File: src/rtl/mct_pkg.sv
package mct_pkg;
  typedef enum logic [1:0] {
    ACT_NONE   = 2'd0,
    ACT_RECORD = 2'd1,
    ACT_DROP   = 2'd2
  } mct_act_e;
endpackage

File: src/rtl/mct_match.sv
module mct_match #(
  parameter int ENTRIES = 16,
  parameter int ADDR_W  = 32
) (
  input  logic [ENTRIES-1:0]        valid,
  input  logic [ENTRIES*ADDR_W-1:0] tags,
  input  logic [ADDR_W-1:0]         key,
  output logic [ENTRIES-1:0]        hit
);
  for (genvar g = 0; g < ENTRIES; g++) begin : g_cmp
    assign hit[g] = valid[g] && (tags[g*ADDR_W +: ADDR_W] == key);
  end
endmodule

File: src/rtl/mct_pick.sv
module mct_pick #(
  parameter int ENTRIES = 16,
  localparam int IDX_W  = (ENTRIES > 1) ? $clog2(ENTRIES) : 1
) (
  input  logic [ENTRIES-1:0] valid,
  output logic               found,
  output logic [IDX_W-1:0]   idx
);
  // lowest-numbered free slot wins
  always_comb begin
    found = 1'b0;
    idx   = '0;
    for (int i = ENTRIES - 1; i >= 0; i--) begin
      if (!valid[i]) begin
        found = 1'b1;
        idx   = IDX_W'(i);
      end
    end
  end
endmodule

File: src/rtl/mct_store.sv
module mct_store #(
  parameter int ENTRIES = 16,
  parameter int ADDR_W  = 32,
  localparam int IDX_W  = (ENTRIES > 1) ? $clog2(ENTRIES) : 1
) (
  input  logic                      clk,
  input  logic                      rst_n,
  input  logic                      clear_all,
  input  logic                      ins_en,
  input  logic [IDX_W-1:0]          ins_idx,
  input  logic [ADDR_W-1:0]         ins_tag,
  input  logic [ENTRIES-1:0]        drop_mask,
  output logic [ENTRIES-1:0]        valid,
  output logic [ENTRIES*ADDR_W-1:0] tags
);
  logic [ENTRIES-1:0] valid_d;

  always_comb begin
    valid_d = valid & ~drop_mask;
    if (ins_en) valid_d[ins_idx] = 1'b1;
    if (clear_all) valid_d = '0;
  end

  always_ff @(posedge clk or negedge rst_n) begin
    if (!rst_n) valid <= '0;
    else        valid <= valid_d;
  end

  for (genvar g = 0; g < ENTRIES; g++) begin : g_tag
    logic tag_en;
    assign tag_en = ins_en && (ins_idx == IDX_W'(g));
    always_ff @(posedge clk) begin
      if (tag_en) tags[g*ADDR_W +: ADDR_W] <= ins_tag;
    end
  end
endmodule

File: src/rtl/marker_collision_table.sv
module marker_collision_table
  import mct_pkg::*;
#(
  parameter int          ENTRIES     = 16,
  parameter int          ADDR_W      = 32,
  parameter int          WORD_W      = 32,
  parameter logic [31:0] MARKER_INIT = 32'hA5C3_0F1E
) (
  input  logic              clk,
  input  logic              rst_n,
  input  logic              marker_we,
  input  logic [WORD_W-1:0] marker_wdata,
  input  logic              wr_valid,
  input  logic [ADDR_W-1:0] wr_addr,
  input  logic [WORD_W-1:0] wr_word,
  input  logic              wr_compressed,
  input  logic              rd_valid,
  input  logic [ADDR_W-1:0] rd_addr,
  input  logic [WORD_W-1:0] rd_word,
  output logic              rd_is_pair,
  output logic              rd_is_collision,
  output logic              overflow
);
  localparam int IDX_W = (ENTRIES > 1) ? $clog2(ENTRIES) : 1;

  // reset: asserted asynchronously, released after two clock edges
  logic [1:0] rst_sync;
  logic       rst_i_n;
  always_ff @(posedge clk or negedge rst_n) begin
    if (!rst_n) rst_sync <= 2'b00;
    else        rst_sync <= {rst_sync[0], 1'b1};
  end
  assign rst_i_n = rst_sync[1];

  logic [WORD_W-1:0]         marker_q, marker_d;
  logic                      ovf_q, ovf_d;
  logic [ENTRIES-1:0]        valid;
  logic [ENTRIES*ADDR_W-1:0] tags;
  logic [ENTRIES-1:0]        wr_hit, rd_hit, drop_mask;
  logic                      free_found, ins_en;
  logic [IDX_W-1:0]          free_idx;
  mct_act_e                  act;

  mct_match #(.ENTRIES(ENTRIES), .ADDR_W(ADDR_W)) u_wr_match (
    .valid(valid), .tags(tags), .key(wr_addr), .hit(wr_hit));
  mct_match #(.ENTRIES(ENTRIES), .ADDR_W(ADDR_W)) u_rd_match (
    .valid(valid), .tags(tags), .key(rd_addr), .hit(rd_hit));
  mct_pick #(.ENTRIES(ENTRIES)) u_pick (
    .valid(valid), .found(free_found), .idx(free_idx));

  // write-side decision
  always_comb begin
    act = ACT_NONE;
    if (!marker_we && wr_valid) begin
      if (!wr_compressed && (wr_word == marker_q)) begin
        if (!(|wr_hit)) act = ACT_RECORD;
      end else begin
        act = ACT_DROP;
      end
    end
    ins_en    = (act == ACT_RECORD) && free_found;
    drop_mask = (act == ACT_DROP) ? wr_hit : '0;
    marker_d  = marker_we ? marker_wdata : marker_q;
    ovf_d     = marker_we ? 1'b0 : (ovf_q || ((act == ACT_RECORD) && !free_found));
  end

  always_ff @(posedge clk or negedge rst_i_n) begin
    if (!rst_i_n) begin
      marker_q <= WORD_W'(MARKER_INIT);
      ovf_q    <= 1'b0;
    end else begin
      marker_q <= marker_d;
      ovf_q    <= ovf_d;
    end
  end

  mct_store #(.ENTRIES(ENTRIES), .ADDR_W(ADDR_W)) u_store (
    .clk(clk), .rst_n(rst_i_n), .clear_all(marker_we), .ins_en(ins_en),
    .ins_idx(free_idx), .ins_tag(wr_addr), .drop_mask(drop_mask),
    .valid(valid), .tags(tags));

  // read-side verdict, same cycle
  logic rd_match;
  assign rd_match        = rd_valid && (rd_word == marker_q);
  assign rd_is_pair      = rd_match && !(|rd_hit);
  assign rd_is_collision = rd_match && (|rd_hit);
  assign overflow        = ovf_q;
endmodule

File: config.mk
export PLATFORM = sky130hd
export DESIGN_NAME = marker_collision_table
export DESIGN_NICKNAME = d
export VERILOG_FILES = /design/src/rtl/mct_pkg.sv /design/src/rtl/mct_match.sv /design/src/rtl/mct_pick.sv /design/src/rtl/mct_store.sv /design/src/rtl/marker_collision_table.sv
export SDC_FILE = /design/constraint.sdc
export NUM_CORES = 1
export LEC_CHECK = 0
export ABC_CLOCK_PERIOD_IN_PS = 4900
export CAP_MARGIN = 20
export CORE_MARGIN = 8
export CORE_UTILIZATION = 65
export CTS_CLUSTER_SIZE = 24
export DETAILED_ROUTE_END_ITERATION = 8
export DONT_BUFFER_PORTS = 1
export MAX_ROUTING_LAYER = met4
export PLACE_DENSITY = 0.81
export SLEW_MARGIN = 30
export SYNTH_ARGS = -nofsm -noshare
export SYNTH_HDL_FRONTEND = slang
export SYNTH_HIERARCHICAL = 1
export SYNTH_SLANG_ARGS = --single-unit
File: constraint.sdc
create_clock -name clk -period 4.9 [get_ports clk]
set_input_delay 0.49 -clock clk [delete_from_list [all_inputs] [get_ports clk]]
set_output_delay 0.49 -clock clk [all_outputs]
set_load 0.02 [all_outputs]
## After elaboration in Yosys (flattened, before gate mapping)

Cells that the tools add are included.

| word-level totals | value |
|---|---|
| bits in writable memories | 0 |
| word-level logic and storage cells | 181 |
| bits in latches | 0 |
| bits of input ports | 166 |
| memories | 0 |
| register bits | 563 |
| output and inout port bits | 3 |
| bits in read-only memories | 0 |

| operators by class | value |
|---|---|
| multiply operators | 0 |
| eq/ne operators | 51 |
| reductions and logical operators | 64 |
| divide/modulo/power cells | 0 |
| bitwise gates (word level) | 3 |
| $lt $le $gt $ge | 2 |
| muxes and demuxes | 41 |
| $add $sub $neg | 0 |
| shift-type cells | 0 |

Operators with widths:

| cell | count |
|---|---|
| equality test 32 bit | 34 |
| two-way mux 4 bit | 16 |
| logical AND 1 bit | 56 |
| two-way mux 16 bit | 3 |
| equality test 4 bit, second input constant | 8 |
| OR reduction 16 bit | 2 |
| two-way mux 1 bit | 19 |
| bitwise AND 16 bit | 1 |
| equality test 4 x 3 -> 1 bit, second input constant | 4 |
| inverter 16 bit | 1 |
| bitwise OR 16 bit | 1 |
| equality test 4 x 2 -> 1 bit, second input constant | 2 |
| less-than comparator 4 x 5 -> 1 bit, second input constant | 1 |
| demux 1 bit (select 4 bit) | 1 |
| equality test 4 x 1 -> 1 bit, second input constant | 1 |
| >= comparator 4 x 1 -> 1 bit, second input constant | 1 |
| logical NOT 1 bit | 4 |
| logical NOT 4 bit | 1 |
| two-way mux 2 bit | 2 |
| equality test 2 x 1 -> 1 bit, second input constant | 1 |
| equality test 2 bit, second input constant | 1 |
| logical OR 1 bit | 1 |

## Logic depth before layout (Yosys ltp)

Gate-level depths: netlist of run 1.

| logic depth | value |
|---|---|
| depth after elaboration | 23 |
| mapped depth | 12 |
| depth with buffers taken out | 9 |

## Cells and area by module

Netlist of run 1, hierarchy kept.

By module, submodules not included:

| module | instances | sequential area each (µm²) | area an instance (µm²) | cells each |
|---|---|---|---|---|
| mct_store | 1 | 15775.1 | 16184.3 | 592 |
| mct_match | 2 | 0.0 | 6356.1 | 768 |
| marker_collision_table | 1 | 895.9 | 2232.1 | 210 |
| mct_pick | 1 | 0.0 | 166.4 | 34 |

## Worst setup path after synthesis of run 1

OpenSTA, ideal clock, no wires.

| path | value |
|---|---|
| path type | input-to-reg |
| start point | input port wr_addr[0] |
| end point | register u_store.tags[128] (enable) |
| stages on the path | 11 |
| buffers on the path | 2 |
| setup time | 0.461 ns |
| path slack | 0.059 ns |
| data arrival time | 4.380 ns |
| data required time | 4.439 ns |
| path through | buf_2 -> buf_6 -> xor2_1 -> nor4_1 -> nand4_1 -> nor3_2 -> nor4_1 -> nand3_1 -> nor3_1 -> nand3b_1 -> nor3_1 |

| between the ends | value |
|---|---|
| cells in the longest elaborated chain, start to end | 9 |
| elaborated cells between the ends (all ways) | 39 |
| classes of those cells | 17 x eq/ne; 3 x mux; 19 x reduce/logical |

Ends and longest elaborated chain:

| item | line | RTL |
|---|---|---|
| start: declaration | marker_collision_table.sv:14 | `input logic [ADDR_W-1:0] wr_addr,` |
| equality test 32 bit | mct_match.sv:11 | `assign hit[g] = valid[g] && (tags[g*ADDR_W +: ADDR_W] == key);` |
| logical AND 1 bit | mct_match.sv:11 |  |
| net wr_hit[15] | marker_collision_table.sv:39 | `logic [ENTRIES-1:0] wr_hit, rd_hit, drop_mask;` |
| OR reduction 16 bit | marker_collision_table.sv:56 | `if (!(\|wr_hit)) act = ACT_RECORD;` |
| two-way mux 1 bit | marker_collision_table.sv:56 |  |
| two-way mux 2 bit | marker_collision_table.sv:55 | `if (!wr_compressed && (wr_word == marker_q)) begin` |
| two-way mux 2 bit | marker_collision_table.sv:54 | `if (!marker_we && wr_valid) begin` |
| equality test 2 x 1 -> 1 bit | marker_collision_table.sv:61 | `ins_en = (act == ACT_RECORD) && free_found;` |
| logical AND 1 bit | marker_collision_table.sv:61 |  |
| net ins_en | marker_collision_table.sv:40 | `logic free_found, ins_en;` |
| logical AND 1 bit | mct_store.sv:31 | `assign tag_en = ins_en && (ins_idx == IDX_W'(g));` |
| net u_store.g_tag[4].tag_en | mct_store.sv:30 | `logic tag_en;` |
| end signal: indexed assignment | mct_store.sv:33 | `if (tag_en) tags[g*ADDR_W +: ADDR_W] <= ins_tag;` |
| end: declaration | mct_store.sv:14 | `output logic [ENTRIES*ADDR_W-1:0] tags` |

The timed path passes the listed nets, and every way through them passes these cells.
A chain may end at the register's enable or synchronous reset.

## Worst setup path after layout of run 1

| path | value |
|---|---|
| start point | register u_store.tags[316] |
| end point | output port rd_is_collision |

| between the ends | value |
|---|---|
| cells in the longest elaborated chain, start to end | 4 |

Ends and longest elaborated chain:

| item | line | RTL |
|---|---|---|
| equality test 32 bit | mct_match.sv:11 |  |
| logical AND 1 bit | mct_match.sv:11 |  |
| net rd_hit[9] | marker_collision_table.sv:39 |  |
| OR reduction 16 bit | marker_collision_table.sv:86 | `assign rd_is_collision = rd_match && (\|rd_hit);` |
| logical AND 1 bit | marker_collision_table.sv:86 |  |
| end: declaration | marker_collision_table.sv:21 | `output logic rd_is_collision,` |

The timed path passes the listed nets, and every way through them passes these cells.

==> metrics.md, run 1 <==
| Metric | Value |
|---|---|
| Register-to-Register Path Depth | `8` |
| Post-Syn Instances | `2,372` |
| Clk pwr share | `0.407` |
| Least-Margin Pin Slew | `approximately 940 ps` |
| Net Sw Frac | `0.225` |
| Pre-antenna DRT Iters | `6` |
| Top area cells in the synthesized netlist | `edfxtp_1 (49%), xor2_1 (28%), nor4_1 (4.7%), buf_6 (3.8%), dfrtp_1 (2.8%)` |
| Initial antenna violation count | `9` |
| RePlAce Congestion | `0.917` |
| Reg power frac | `0.521` |
| Final Slew Violations | `0` |
| CTS Sinks | `563` |
| Yosys cell types | `51` |
| Root buffer cell | `clkbuf_16` |
| CP Data Arrival Time | `around 3500 ps` |
| Post-route cell area | `33,400 um2` |
| Startpoint types | `flop` |
| R2r setup slk | `1010 ps` |
| GRT Residual Overflow | `0` |
| Largest net degree at the start of global routing | `50` |
| Fin crit period | `between 4000 and 5000 ps` |
| Power share of the combinational group | `0.073` |
| Commonest non-fill, non-tap cells in the layout | `xor2_1 (999), edfxtp_1 (512), nor4_1 (233)` |
| Post-Place Cell Area | `30,900 um2` |
| LEAKAGE | `11.5 nW` |
| CTS Buf Count | `57` |
| Starting density of the core | `0.657` |
| # hold bufs at CTS | `49` |
| Post-detailed-routing wire length | `116,000 um` |
| Detailed placer's ending HPWL | `53,900 um` |
| Endpoints failing hold | `0` |
| Clock skew | `41.6 ps` |
| Io pins | `169` |
| CTS tree | `yes` |
| Ys flop type | `edfxtp_1` |
| Ys Warns | `6` |
| Synth top area share | `0.491` |
| Setup violators final | `0` |
| Reg2reg start | `marker_q[4]` |
| Crit end category | `primary output` |
| Synth area leader | `edfxtp_1` |
| DRC | `0` |
| Layout area overhead | `6.80%` |
| All-layer global routing usage | `0.416` |
| Clock Latency Late Sink | `roughly 650 ps` |
| Commonest non-fill, non-tap cell in the layout | `xor2_1` |
| Crit Path Max Fanout | `2` |
| Syn_area_per_cell | `13.2 um2` |
| Iteration-0 DRC Markers | `3,806` |
| Worst Min Path Start | `marker_wdata[29]` |
| Max capacitance violation total | `0` |
| Core area | `between 40,000 and 50,000 um2` |
| Pint | `approximately 7.9 mW` |
| Unrepaired setup endpoints after global routing | `false` |
| Max VDD drop | `0.299 mV` |
| Vias in the first global route | `roughly 22,000` |
| Sum of negative setup slack | `0 ps` |
| Max Root-Sink Buffers | `3` |
| Netlist Area Pre-Place | `31,300 um2` |
| Die height | `about 240 um` |
| Die Width | `~240 um` |
| Die area | `around 55,000 um2` |
| Worst-path clk slew | `60 ps` |
| Status | `complete, no violations` |
| Hold/Removal Path Class | `in2reg` |
| Fin crit share | `0.823` |
| Hold path cells | `1` |
| Crit path kind | `reg2out` |
| NetSw | `2.29 mW` |
| Post-synth EDFFs | `slightly above 500` |
| Post-synthesis async set-or-reset flop share | `0.0906` |
| Reg2reg end | `u_store/tags[89]` |
| Layout cell share with drive strength beyond 1 | `0.0852` |
| Vias per cell | `7.25` |
| Slew HR | `0.370` |
| I/O Buffers | `0` |
| Final ANT Viol Nets | `0` |
| P per Cell Area | `305 nW/um2` |
| Setup repair bufs after CTS | `0` |
| WHS Endpoint | `marker_q[29]` |
| Vias | `22,000` |
| FF+latch count, synth | `approximately 560` |
| CP required | `about 4400 ps` |
| Fmax | `0.248 GHz` |
| Mean routed wirelength per cell | `38.2 um` |
| Post-CTS resize count | `0` |
| # rows | `80` |
| Sequential share of the synthesized area | `0.533` |
| Fin nets | `2,525` |
| Global-route wire length before repair | `159,000 um` |
| Htree depth | `2` |
| Syn_nets | `around 2,500` |
[area by class of cell]
type	count	area, um2
clock inverter	30	191
antenna	8	20.0
sequential	563	16700
multi-input combinational	1636	13200
fill	3086	14200
inverter	35	131
timing repair buffer	66	948
tap	615	769
clock buffer	76	1530
[worst max path at each step]
stage                            from           endpoint
detailed placement        wr_word[19]   u_store/tags[69]
CTS                 u_store/tags[289]         rd_is_pair
finish              u_store/tags[316]    rd_is_collision
global placement           wr_word[5]   u_store/tags[76]
floorplan                  wr_addr[0]  u_store/tags[128]
global route        u_store/tags[316]    rd_is_collision
[power groups by stage]
stage / combinational, mW / sequential, mW / clock (mW)
6_report: 0.740 / 5.30 / 4.14
3_3_place_gp: 0.453 / 5.40 / 0
5_1_grt: 0.767 / 5.31 / 4.29
3_5_place_dp: 0.479 / 5.40 / 0
2_1_floorplan: 0.664 / 5.40 / 0
4_1_cts: 0.710 / 5.30 / 4.13
[through the flow]
step	cells	setup slack (ps)	hold slack (ps)	power, mW	utilization
after global placement	2866	1140	194	5.86	0.648
after global routing	3026	762	8.91	10.4	0.701
after floorplan	2372	59.1	194	6.07	-
final	3029	869	19.2	10.2	0.701
after CTS	3021	1030	0.195	10.1	0.701
after detailed placement	2866	1100	194	5.88	0.648
[registers in the layout, indices dropped and copies added (netlist names)]
register	cells
marker_q	32
u_store/valid	16
u_store/tags	512
rst_sync	2
overflow	1
[cells by family after synthesis]
logic type	synth area share
other	0.000120
AOI/OAI and AO/OA	0.0169
muxes	0.00936
DFF	0.533
xor gates and xnor gates	0.301
buffers and inverters	0.0492
and+or+nand+nor	0.0907
[per-layer routing]
layer / up-vias / wire length, um / part of all wire / track usage
met2: 2233 / 48800 / 0.42 / 0.595
met4: 0 / 10200 / 0.088 / 0.286
met1: 10600 / 36500 / 0.32 / 0.483
met3: 716 / 20200 / 0.17 / 0.160
li1: 8415 / - / - / -
met5: - / 0 / 0 / -
[synthesized netlist by cell type, drive strengths merged (17+ instances only)]
master	instances
buf	136
dfrtp	35
edfxtp	512
inv	35
mux2	26
nand2	22
nand3	61
nand4	46
nor2	17
nor3	61
nor4	240
xnor2	73
xor2	1001
[critical path: stages (launching register included)]
cell      delay [ps]
edfxtp_1         430
xor2_1           170
nor4_1           320
nand4_1          190
nor3_1           780
nor4_2           260
nand4_1          330
nor2b_1          430
Power figures use the tool's default switching activity.
==> run 2: changes to the inputs <==
- ABC_CLOCK_PERIOD_IN_PS: 4900 -> 3890
- clock period: 4.9 -> 3.89 ns (I/O delays scaled with it)
==> metrics.md, run 2 (same netlist as run 1, synthesis figures left out) <==
| Metric | Value |
|---|---|
| Worst-path clk slew | `70 ps` |
| Crit end category | `primary output` |
| Setup repair bufs after CTS | `0` |
| Clk pwr share | `0.426` |
| Register-to-Register Path Depth | `8` |
| Io pins | `169` |
| Hold/Removal Path Class | `in2reg` |
| Endpoints failing hold | `0` |
| Die height | `235 um` |
| Mean routed wirelength per cell | `38.5 um` |
| Fin crit period | `3830 ps` |
| Root buffer cell | `clkbuf_16` |
| CP Cell Sequence | `xor2_1 > nor4_1 > nand4_1 > nor3_2 > nor4_1 > nand4_1 > nor2b_1` |
| Fin nets | `between 2,000 and 3,000` |
| Starting density of the core | `0.657` |
| WHS Endpoint | `u_store/tags[203]` |
| Initial antenna violation count | `9` |
| I/O Buffers | `0` |
| Status | `complete, no violations` |
| CTS Buf Count | `between 50 and 60` |
| Filler cells | `2,967` |
| CP required | `3500 ps` |
| Sum of negative setup slack | `0 ps` |
| Crit path kind | `reg2out` |
| Pre-antenna DRT Iters | `8` |
| Largest net degree at the start of global routing | `58` |
| Commonest non-fill, non-tap cell in the layout | `xor2_1` |
| Max reg flops | `512` |
| Least-Margin Pin Slew | `1020 ps` |
| CTS Sinks | `about 560` |
| Htree depth | `2` |
| Final ANT Viol Nets | `0` |
| CP Data Arrival Time | `3440 ps` |
| LEAKAGE | `roughly 12 nW` |
| RePlAce Congestion | `0.910` |
| Fin crit share | `0.985` |
| P per Cell Area | `391 nW/um2` |
| Fmax | `approximately 0.26 GHz` |
| Reg2reg end | `u_store/tags[9]` |
| Post-detailed-routing wire length | `117,000 um` |
| Commonest non-fill, non-tap cells in the layout | `xor2_1 (999), edfxtp_1 (512), nor4_1 (234)` |
| Final Slew Violations | `0` |
| Vias in the first global route | `22,300` |
| Die area | `55,400 um2` |
| CTS tree | `yes` |
| Biggest register | `u_store/tags` |
| Iteration-0 DRC Markers | `between 3,000 and 4,000` |
| Critical-path top delay cell | `nor4_1` |
| Layout cell share with drive strength beyond 1 | `0.0920` |
| DRC | `0` |
| # rows | `80` |
| Net Sw Frac | `0.223` |
| Setup violators final | `0` |
| Detailed placer's ending HPWL | `54,900 um` |
| Pwr Total | `~13 mW` |
| Global-route wire length before repair | `162,000 um` |
| Core area | `around 48,000 um2` |
| Reg power frac | `0.502` |
| Reg2reg start | `marker_q[3]` |
| Vias | `22,100` |
| Slew HR | `0.315` |
| Max Root-Sink Buffers | `3` |
| Worst Min Path Start | `wr_addr[11]` |
| Max capacitance violation total | `0` |
| Startpoint types | `flop` |
| Crit Path Max Fanout | `2` |
| CP max stage delay | `550 ps` |
| Hold path cells | `1` |
| Max VDD drop | `roughly 0.49 mV` |
| R2r setup slk | `approximately 230 ps` |
| NetSw | `2.97 mW` |
| Clock Latency Late Sink | `roughly 660 ps` |
| Power share of the combinational group | `0.072` |
| Clock skew | `47.9 ps` |
| Top Registers | `u_store/tags x512, marker_q x32, u_store/valid x16` |
| Vias per cell | `7.25` |
| GRT Residual Overflow | `0` |
| Pint | `around 10 mW` |
| Die Width | `about 240 um` |
| All-layer global routing usage | `0.425` |
| Layout area overhead | `8.86%` |
| Unrepaired setup endpoints after global routing | `false` |
## run 2: changes by cell type in the layout (fill, tap and decap cells not counted), sizes merged
cell	delta
clkinvlp	+2
clkinv	-6
bufinv	+3
inv	+1
dlygate4sd3	+18
buf	+5
diode	-3
clkbuf	+5
## run 2: timing repair
item / CTS / global route
hold endpoints to repair: 562 / 0
endpoints found under the setup margin: 0 / 1
gates resized for setup: 0 / 1
hold buffers: 67 / 0
## run 2: power by group through the flow
stage               sequential (mW)  clock (mW)  combinational [mW]
floorplan                      6.81           0               0.836
global placement               6.80           0               0.570
detailed placement             6.81           0               0.605
CTS                            6.68        5.62               0.920
global route                   6.68        5.87               0.993
finish                         6.68        5.67               0.963
## run 2: cell type report
cell class / count / area, um2 / area share
diodes: 5 / 12.5 / 0.000367
clock buffers: 81 / 1630 / 0.0479
clock inverters: 30 / 294 / 0.00863
inverters: 35 / 131 / 0.00386
multi-input cells: 1636 / 13200 / 0.387
flip-flops and latches: 563 / 16700 / 0.489
well taps: 615 / 769 / 0.0226
repair buffers: 89 / 1370 / 0.0403
## run 2: critical path, delay by kind of cell, from the launching register on
family | cells | cell delay, ps
xor gates and xnor gates | 1 | 160
and+or+nand+nor | 6 | 2210
DFF | 1 | 420
## run 2: worst max-delay path by stage
stage                      start                end  slack [ps]  cells after the start
2_1_floorplan         wr_addr[0]  u_store/tags[100]        -200                     12
3_3_place_gp         marker_q[3]   u_store/tags[11]         350                      8
3_5_place_dp         marker_q[3]    u_store/tags[2]         290                      8
4_1_cts        u_store/tags[336]    rd_is_collision           7                      7
5_1_grt        u_store/tags[145]    rd_is_collision         100                      7
6_report       u_store/tags[336]    rd_is_collision          60                      7
## run 2: layer usage
layer,track usage,vias to the layer above,wire length (um)
met1,0.484,10500,35700
met4,0.313,0,11400
met5,-,-,0
met3,0.168,838,21100
met2,0.603,2301,49200
li1,-,8453,-
## run 2: through the flow
stage	utilization	hold WS (ps)	cells	setup slack [ps]	area, um2
global route	0.715	31.0	3054	98.8	34100
detailed placement	0.653	93.5	2871	290	31100
finish	0.715	54.9	3054	56.5	34100
CTS	0.715	34.8	3049	6.53	34100
floorplan	-	93.4	2372	-200	31300
global placement	0.653	93.5	2871	355	31100
